===== src/rtl/iqtx_pkg.sv =====
package iqtx_pkg;
  localparam int WORD_W = 16;
  localparam int BYTE_W = WORD_W / 2;
  localparam int LANES  = 2;

  function automatic logic [BYTE_W-1:0] byte_hi(input logic [WORD_W-1:0] w);
    return w[WORD_W-1:BYTE_W];
  endfunction

  function automatic logic [BYTE_W-1:0] byte_lo(input logic [WORD_W-1:0] w);
    return w[BYTE_W-1:0];
  endfunction
endpackage


===== src/rtl/iqtx_pacer.sv =====
module iqtx_pacer (
  input  logic clk,
  input  logic rst_n,
  output logic take,
  output logic q_slot
);
  logic phase;

  // phase 0: cycle ends with a capture edge
  always_ff @(posedge clk) begin
    if (!rst_n) begin
      phase  <= 1'b0;
      q_slot <= 1'b0;
    end else begin
      phase  <= ~phase;
      q_slot <= phase;
    end
  end

  assign take = ~phase;
endmodule


===== src/rtl/iqtx_lane.sv =====
module iqtx_lane
  import iqtx_pkg::*;
(
  input  logic              clk,
  input  logic              rst_n,
  input  logic              take,
  input  logic [WORD_W-1:0] i_in,
  input  logic [WORD_W-1:0] q_in,
  output logic [BYTE_W-1:0] rise_o,
  output logic [BYTE_W-1:0] fall_o
);
  logic [WORD_W-1:0] q_hold;
  logic              armed;

  always_ff @(posedge clk) begin
    if (!rst_n) begin
      q_hold <= '0;
      rise_o <= '0;
      fall_o <= '0;
      armed  <= 1'b0;
    end else if (take) begin
      q_hold <= q_in;
      rise_o <= byte_hi(i_in);
      fall_o <= byte_lo(i_in);
      armed  <= 1'b1;
    end else begin
      rise_o <= byte_hi(q_hold);
      fall_o <= byte_lo(q_hold);
    end
  end

  // Q bytes belong to the same capture as the preceding I bytes
  a_r3_q_matches_capture: assert property (@(posedge clk) disable iff (!rst_n)
    (armed && !take) |=> (rise_o == byte_hi($past(q_in, 2)) && fall_o == byte_lo($past(q_in, 2))));
endmodule


===== src/rtl/iqtx_strobes.sv =====
module iqtx_strobes #(
  parameter int SYNC_HOLD = 4,
  parameter int SYNC_MULT = 1
) (
  input  logic clk,
  input  logic rst_n,
  input  logic take,
  input  logic frame_req,
  input  logic sync_req,
  input  logic periodic,
  output logic frame_o,
  output logic sync_o
);
  localparam int PERIOD = 16 * SYNC_MULT;
  localparam int HC_W   = $clog2(SYNC_HOLD + 1) + 1;
  localparam int PC_W   = $clog2(PERIOD + 1) + 1;

  logic            frame_pend, sync_pend, sync_os, sync_per;
  logic [HC_W-1:0] os_cnt;
  logic [PC_W-1:0] per_cnt;
  logic            frame_fire, sync_start;

  assign frame_fire = take & (frame_pend | frame_req);
  assign sync_start = take & (sync_pend | sync_req) & ~sync_os & ~periodic;

  always_ff @(posedge clk) begin
    if (!rst_n) begin
      frame_o    <= 1'b0;
      frame_pend <= 1'b0;
      sync_pend  <= 1'b0;
      sync_os    <= 1'b0;
      os_cnt     <= '0;
      sync_per   <= 1'b0;
      per_cnt    <= '0;
    end else begin
      frame_o    <= frame_fire;
      frame_pend <= (frame_pend | frame_req) & ~frame_fire;
      sync_pend  <= periodic ? 1'b0 : ((sync_pend | sync_req) & ~sync_start);
      if (sync_start) begin
        sync_os <= 1'b1;
        os_cnt  <= HC_W'(SYNC_HOLD - 1);
      end else if (os_cnt != '0) begin
        os_cnt  <= os_cnt - 1'b1;
      end else begin
        sync_os <= 1'b0;
      end
      sync_per <= periodic && (per_cnt < PC_W'(SYNC_HOLD));
      if (!periodic || per_cnt == PC_W'(PERIOD - 1)) per_cnt <= '0;
      else per_cnt <= per_cnt + 1'b1;
    end
  end

  assign sync_o = sync_os | sync_per;

  // observation counters for the checks below
  logic            per_d, per_seen;
  logic [HC_W-1:0] hi_cnt;
  logic [PC_W-1:0] gap;
  logic            per_rose;
  assign per_rose = sync_per & ~per_d;

  always_ff @(posedge clk) begin
    if (!rst_n) begin
      per_d <= 1'b0; per_seen <= 1'b0; hi_cnt <= '0; gap <= '0;
    end else begin
      per_d    <= sync_per;
      per_seen <= periodic & (per_seen | per_rose);
      hi_cnt   <= !sync_os ? '0 : (&hi_cnt ? hi_cnt : hi_cnt + 1'b1);
      gap      <= per_rose ? PC_W'(1) : (&gap ? gap : gap + 1'b1);
    end
  end

  // marker lasts a single cycle
  a_r5_frame_single: assert property (@(posedge clk) disable iff (!rst_n)
    frame_o |=> !frame_o);
  // one-shot pulse width
  a_r6_hold_width: assert property (@(posedge clk) disable iff (!rst_n)
    $fell(sync_os) |-> hi_cnt == HC_W'(SYNC_HOLD));
  // periodic rises are one period apart
  a_r8_period: assert property (@(posedge clk) disable iff (!rst_n)
    (per_rose && per_seen && periodic) |-> gap == PC_W'(PERIOD));
endmodule


===== src/rtl/iq_ddr_tx.sv =====
module iq_ddr_tx
  import iqtx_pkg::*;
#(
  parameter int SYNC_HOLD = 4,
  parameter int SYNC_MULT = 1
) (
  input  logic        clk,
  input  logic        rst_n,
  input  logic [15:0] ab_i,
  input  logic [15:0] ab_q,
  input  logic [15:0] cd_i,
  input  logic [15:0] cd_q,
  input  logic        frame_req,
  input  logic        sync_req,
  input  logic        sync_periodic,
  output logic        take_o,
  output logic [15:0] rise_byte,
  output logic [15:0] fall_byte,
  output logic        frame_o,
  output logic        sync_o
);
  logic                          take, q_slot;
  logic [LANES-1:0][WORD_W-1:0] i_words, q_words;
  logic [LANES-1:0][BYTE_W-1:0] rise_l, fall_l;

  // lane 1 is the upper byte lane (channel A)
  assign i_words = {ab_i, cd_i};
  assign q_words = {ab_q, cd_q};

  iqtx_pacer u_pacer (.clk(clk), .rst_n(rst_n), .take(take), .q_slot(q_slot));

  for (genvar l = 0; l < LANES; l++) begin : g_lane
    iqtx_lane u_lane (
      .clk(clk), .rst_n(rst_n), .take(take),
      .i_in(i_words[l]), .q_in(q_words[l]),
      .rise_o(rise_l[l]), .fall_o(fall_l[l])
    );
  end

  iqtx_strobes #(.SYNC_HOLD(SYNC_HOLD), .SYNC_MULT(SYNC_MULT)) u_strobes (
    .clk(clk), .rst_n(rst_n), .take(take),
    .frame_req(frame_req), .sync_req(sync_req), .periodic(sync_periodic),
    .frame_o(frame_o), .sync_o(sync_o)
  );

  assign take_o    = take;
  assign rise_byte = rise_l;
  assign fall_byte = fall_l;

  // marker only on an I cycle
  a_r5_frame_on_i: assert property (@(posedge clk) disable iff (!rst_n)
    frame_o |-> !q_slot);
  // capture cycles alternate
  a_r2_take_alternates: assert property (@(posedge clk) disable iff (!rst_n)
    take |=> !take);
endmodule


===== config.mk =====
export PLATFORM = sky130hd
export DESIGN_NAME = iq_ddr_tx
export DESIGN_NICKNAME = d
export VERILOG_FILES = /design/src/rtl/iqtx_pkg.sv /design/src/rtl/iqtx_pacer.sv /design/src/rtl/iqtx_lane.sv /design/src/rtl/iqtx_strobes.sv /design/src/rtl/iq_ddr_tx.sv
export SDC_FILE = /design/constraint.sdc
export NUM_CORES = 1
export LEC_CHECK = 0
export BUFFER_PORTS_ARGS = -buffer_cell sky130_fd_sc_hd__buf_4
export CORE_MARGIN = 2
export CORE_UTILIZATION = 49
export DETAILED_ROUTE_END_ITERATION = 10
export GPL_TIMING_DRIVEN = 0
export PLACE_DENSITY_LB_ADDON = 0.12
export RECOVER_POWER = 50
export REMOVE_ABC_BUFFERS = 1
export SETUP_SLACK_MARGIN = 0.15
export SYNTH_ARGS = -nofsm -noshare
export SYNTH_HDL_FRONTEND = slang
export SYNTH_SLANG_ARGS = --single-unit

===== constraint.sdc =====
create_clock -name clk -period 1.4 [get_ports clk]
set_input_delay 0.21 -clock clk [delete_from_list [all_inputs] [get_ports clk]]
set_output_delay 0.21 -clock clk [all_outputs]
set_load 0.02 [all_outputs]

==> impl_metrics.toml <==
[outcome]
status = "finished, final reports clean"

[setup_path]
cp_max_fo = 16
rr_endpoint = "g_lane[1].u_lane.q_hold[13]"
cp_data_required_time_ns = 1.62
crit_path_end = "g_lane[1].u_lane.q_hold[13]"
critPathKind = "reg2reg"
rrSetupSlack_ns = 0.14
crit_start = "u_pacer.phase"
r2r_start = "u_pacer.phase"
r2r.worst_path.cells = 4
arrival_ns = 1.48
start_kind = "register"
critPathCaptureType = "register"

[power_and_ir_drop]
switchingPower_mw = 1.37
p_sw_frac = 0.251
pwr-share-clk = 0.339
p_seq_frac = 0.471
comb_power_share = 0.190
p_leak_nw = 1.69
intPower_mw = 4.07
power_mw = 5.44
p_per_area_nw_per_um2 = 1390
irDropWorstVdd_mv = 0.882

[synth]
synth.largest_area_cell = "dfxtp_1"
synth-seq-area-share = 0.551
syn_area_um2 = 2910
netlist_instances = 310
synth_edf_count = 0
avgSynthCellArea_um2 = 9.38
ys.flop_type = "dfxtp_1"
synth_top_area_share = 0.551
synthArstFlopShare = 0
ys_types = 31
ys_top_cells_by_area = "dfxtp_1 55%, nand2_1 13%, a21boi_0 12%, a21boi_1 4.6%, buf_6 2.3%"
yosysWarnings = 0
synth-seq-cells = 80

[drt]
dr.pass1.iters = 4
first_iter_violations = 97
vias_per_cell = 4.81
drtAntennaViolNets = 0
drt_wl_total_um = 6420
drc = 0
avgRoutedWirePerCell_um = 13.0
vias = 2378

[timing]
slew_headroom = 0.609
setup_viol = 0
fin_crit_sh = 0.901
drv_slew = 0
fin_crit_ns = 1.26
rsz0062_at_grt = "true"
max_freq_ghz = 0.793
tightest_slew_ns = 0.586
finalHoldViolCount = 0
skew_ns = 0.00693
fin_ws_ns = 0.138

[cts]
path_clk_slew_ns = 0.07
root_buffer = "clkbuf_8"
cts_sinks = 80
htreeDepth = 3
insertion_delay_ns = 0.33
cts_tree = "built"
cts_buffers = 9
ctsHoldBuffers = 0
clock_path_buffers = 2

[placement]
place.gp.congestion = 0.726
place_area_um2 = 3650
place_inst = 469
io_buffers = 103
dp_slack_ns = -1.36
hpwlAfterDp_um = 3640

[layout]
final_cell_mix = "99 x nand2_1, 76 x dfxtp_1, 72 x buf_4, 51 x a21boi_0, 35 x clkbuf_1"
fin_cells = 494
diodes = 0
final_common_cell = "nand2_1"
utilization = 0.674
fin_nets = 487
area_growth_pct = 34.8
drive_gt1_frac = 0.258
final_area_um2 = 3920

[global_route]
grt_pass1_wl_um = 9830
grt_use_total = 0.200
antenna_found_initial = 0
globalRouteOverflowTotal = 0
grt_pass1_vias = 2201
grt_max_degree = 75

[flow_run]
cap_violations = 0

[hold_path]
hp-class = "in2reg"

[die]
core_um2 = 5820
start_util = 0.500
ios = 104
fp.dieH_um = 81.0
rows = 28
fp.dieW_um = 81.0
die_area_um2 = 6560
## power groups by stage
stage	clock, mW	sequential [mW]	combinational, mW
after detailed placement	0	2.61	0.895
after floorplan	0	2.67	0.463
after CTS	1.90	2.56	1.01
after global routing	1.99	2.58	1.15
final	1.85	2.56	1.03
after global placement	0	2.61	0.868
## worst max-delay path: stages, from the launching register on
cell	delay [ns]
dfxtp_4	0.44
buf_4	0.15
clkinvlp_4	0.31
nand2_1	0.17
a21boi_1	0.08
## timing repair
| item | in CTS | in global routing |
|---|---|---|
| endpoints found under the setup margin | 79 | 36 |
| setup buffers | 6 | 2 |
| gates resized for setup | 17 | 10 |
| pin swaps | 3 | 2 |
| gates cloned | 1 | 1 |
## through the flow
stage | setup TNS, ns | hold WS, ns
6_report | 0 | 0.122
5_1_grt | 0 | 0.123
4_1_cts | 0 | 0.104
3_5_place_dp | -80.18 | 0.452
3_3_place_gp | -78.35 | 0.440
2_1_floorplan | -24.07 | 0.327
## Yosys cell counts (all sizes together), types with 3 or more instances
library cell	count
nand2	99
dfxtp	80
a21boi	64
buf	12
nor2	10
clkbuf	7
nor2b	5
inv	4
ha	3
nor3b	3
o21a	3
## state kept, by name, indices dropped and copies added, names as in the netlist
name	cells
u_strobes.frame_pend	1
u_strobes.os_cnt	4
u_pacer.phase	1
g_lane.u_lane.rise_o	16
u_strobes.sync_pend	1
u_strobes.per_cnt	6
u_strobes.frame_o	1
g_lane.u_lane.q_hold	32
u_strobes.sync_per	1
u_strobes.sync_os	1
g_lane.u_lane.fall_o	16
## final cells by class
type	instances	area [um2]
Timing Repair inverter	2	16.3
Tap cell	75	93.8
Clock buffer	12	155
Multi-Input combinational cell	207	1220
Timing Repair Buffer	111	728
Inverter	4	31.3
Fill cell	507	1900
Clock inverter	3	65.1
Sequential cell	80	1610
## layer usage
layer	GRT usage	wire length (um)	up-vias	part of all wire
li1	-	-	1218	-
met4	0.0915	83	0	0.013
met5	0	0	-	0
met1	0.242	2910	1080	0.45
met3	0.0522	417	8	0.065
met2	0.332	3010	72	0.47
## worst min-delay path by stage
stage	cells after the start	start	to
finish	3	frame_req	u_strobes.frame_pend
global route	3	cd_i[11]	g_lane[0].u_lane.rise_o[3]
CTS	3	frame_req	u_strobes.frame_o
detailed placement	1	u_strobes.per_cnt[0]	u_strobes.per_cnt[0]
global placement	1	u_strobes.per_cnt[0]	u_strobes.per_cnt[0]
floorplan	1	rst_n	u_strobes.os_cnt[0]
## kinds of logic after synthesis
| kind of cell | Yosys count | share of synthesized area |
|---|---|---|
| flops | 80 | 0.551 |
| fa+ha+maj | 3 | 0.0129 |
| simple gates | 125 | 0.180 |
| xor+xnor | 4 | 0.0121 |
| compound gates | 73 | 0.188 |
| buf+inv | 23 | 0.0486 |
| mux | 2 | 0.00689 |
Power figures use the tool's default switching activity.
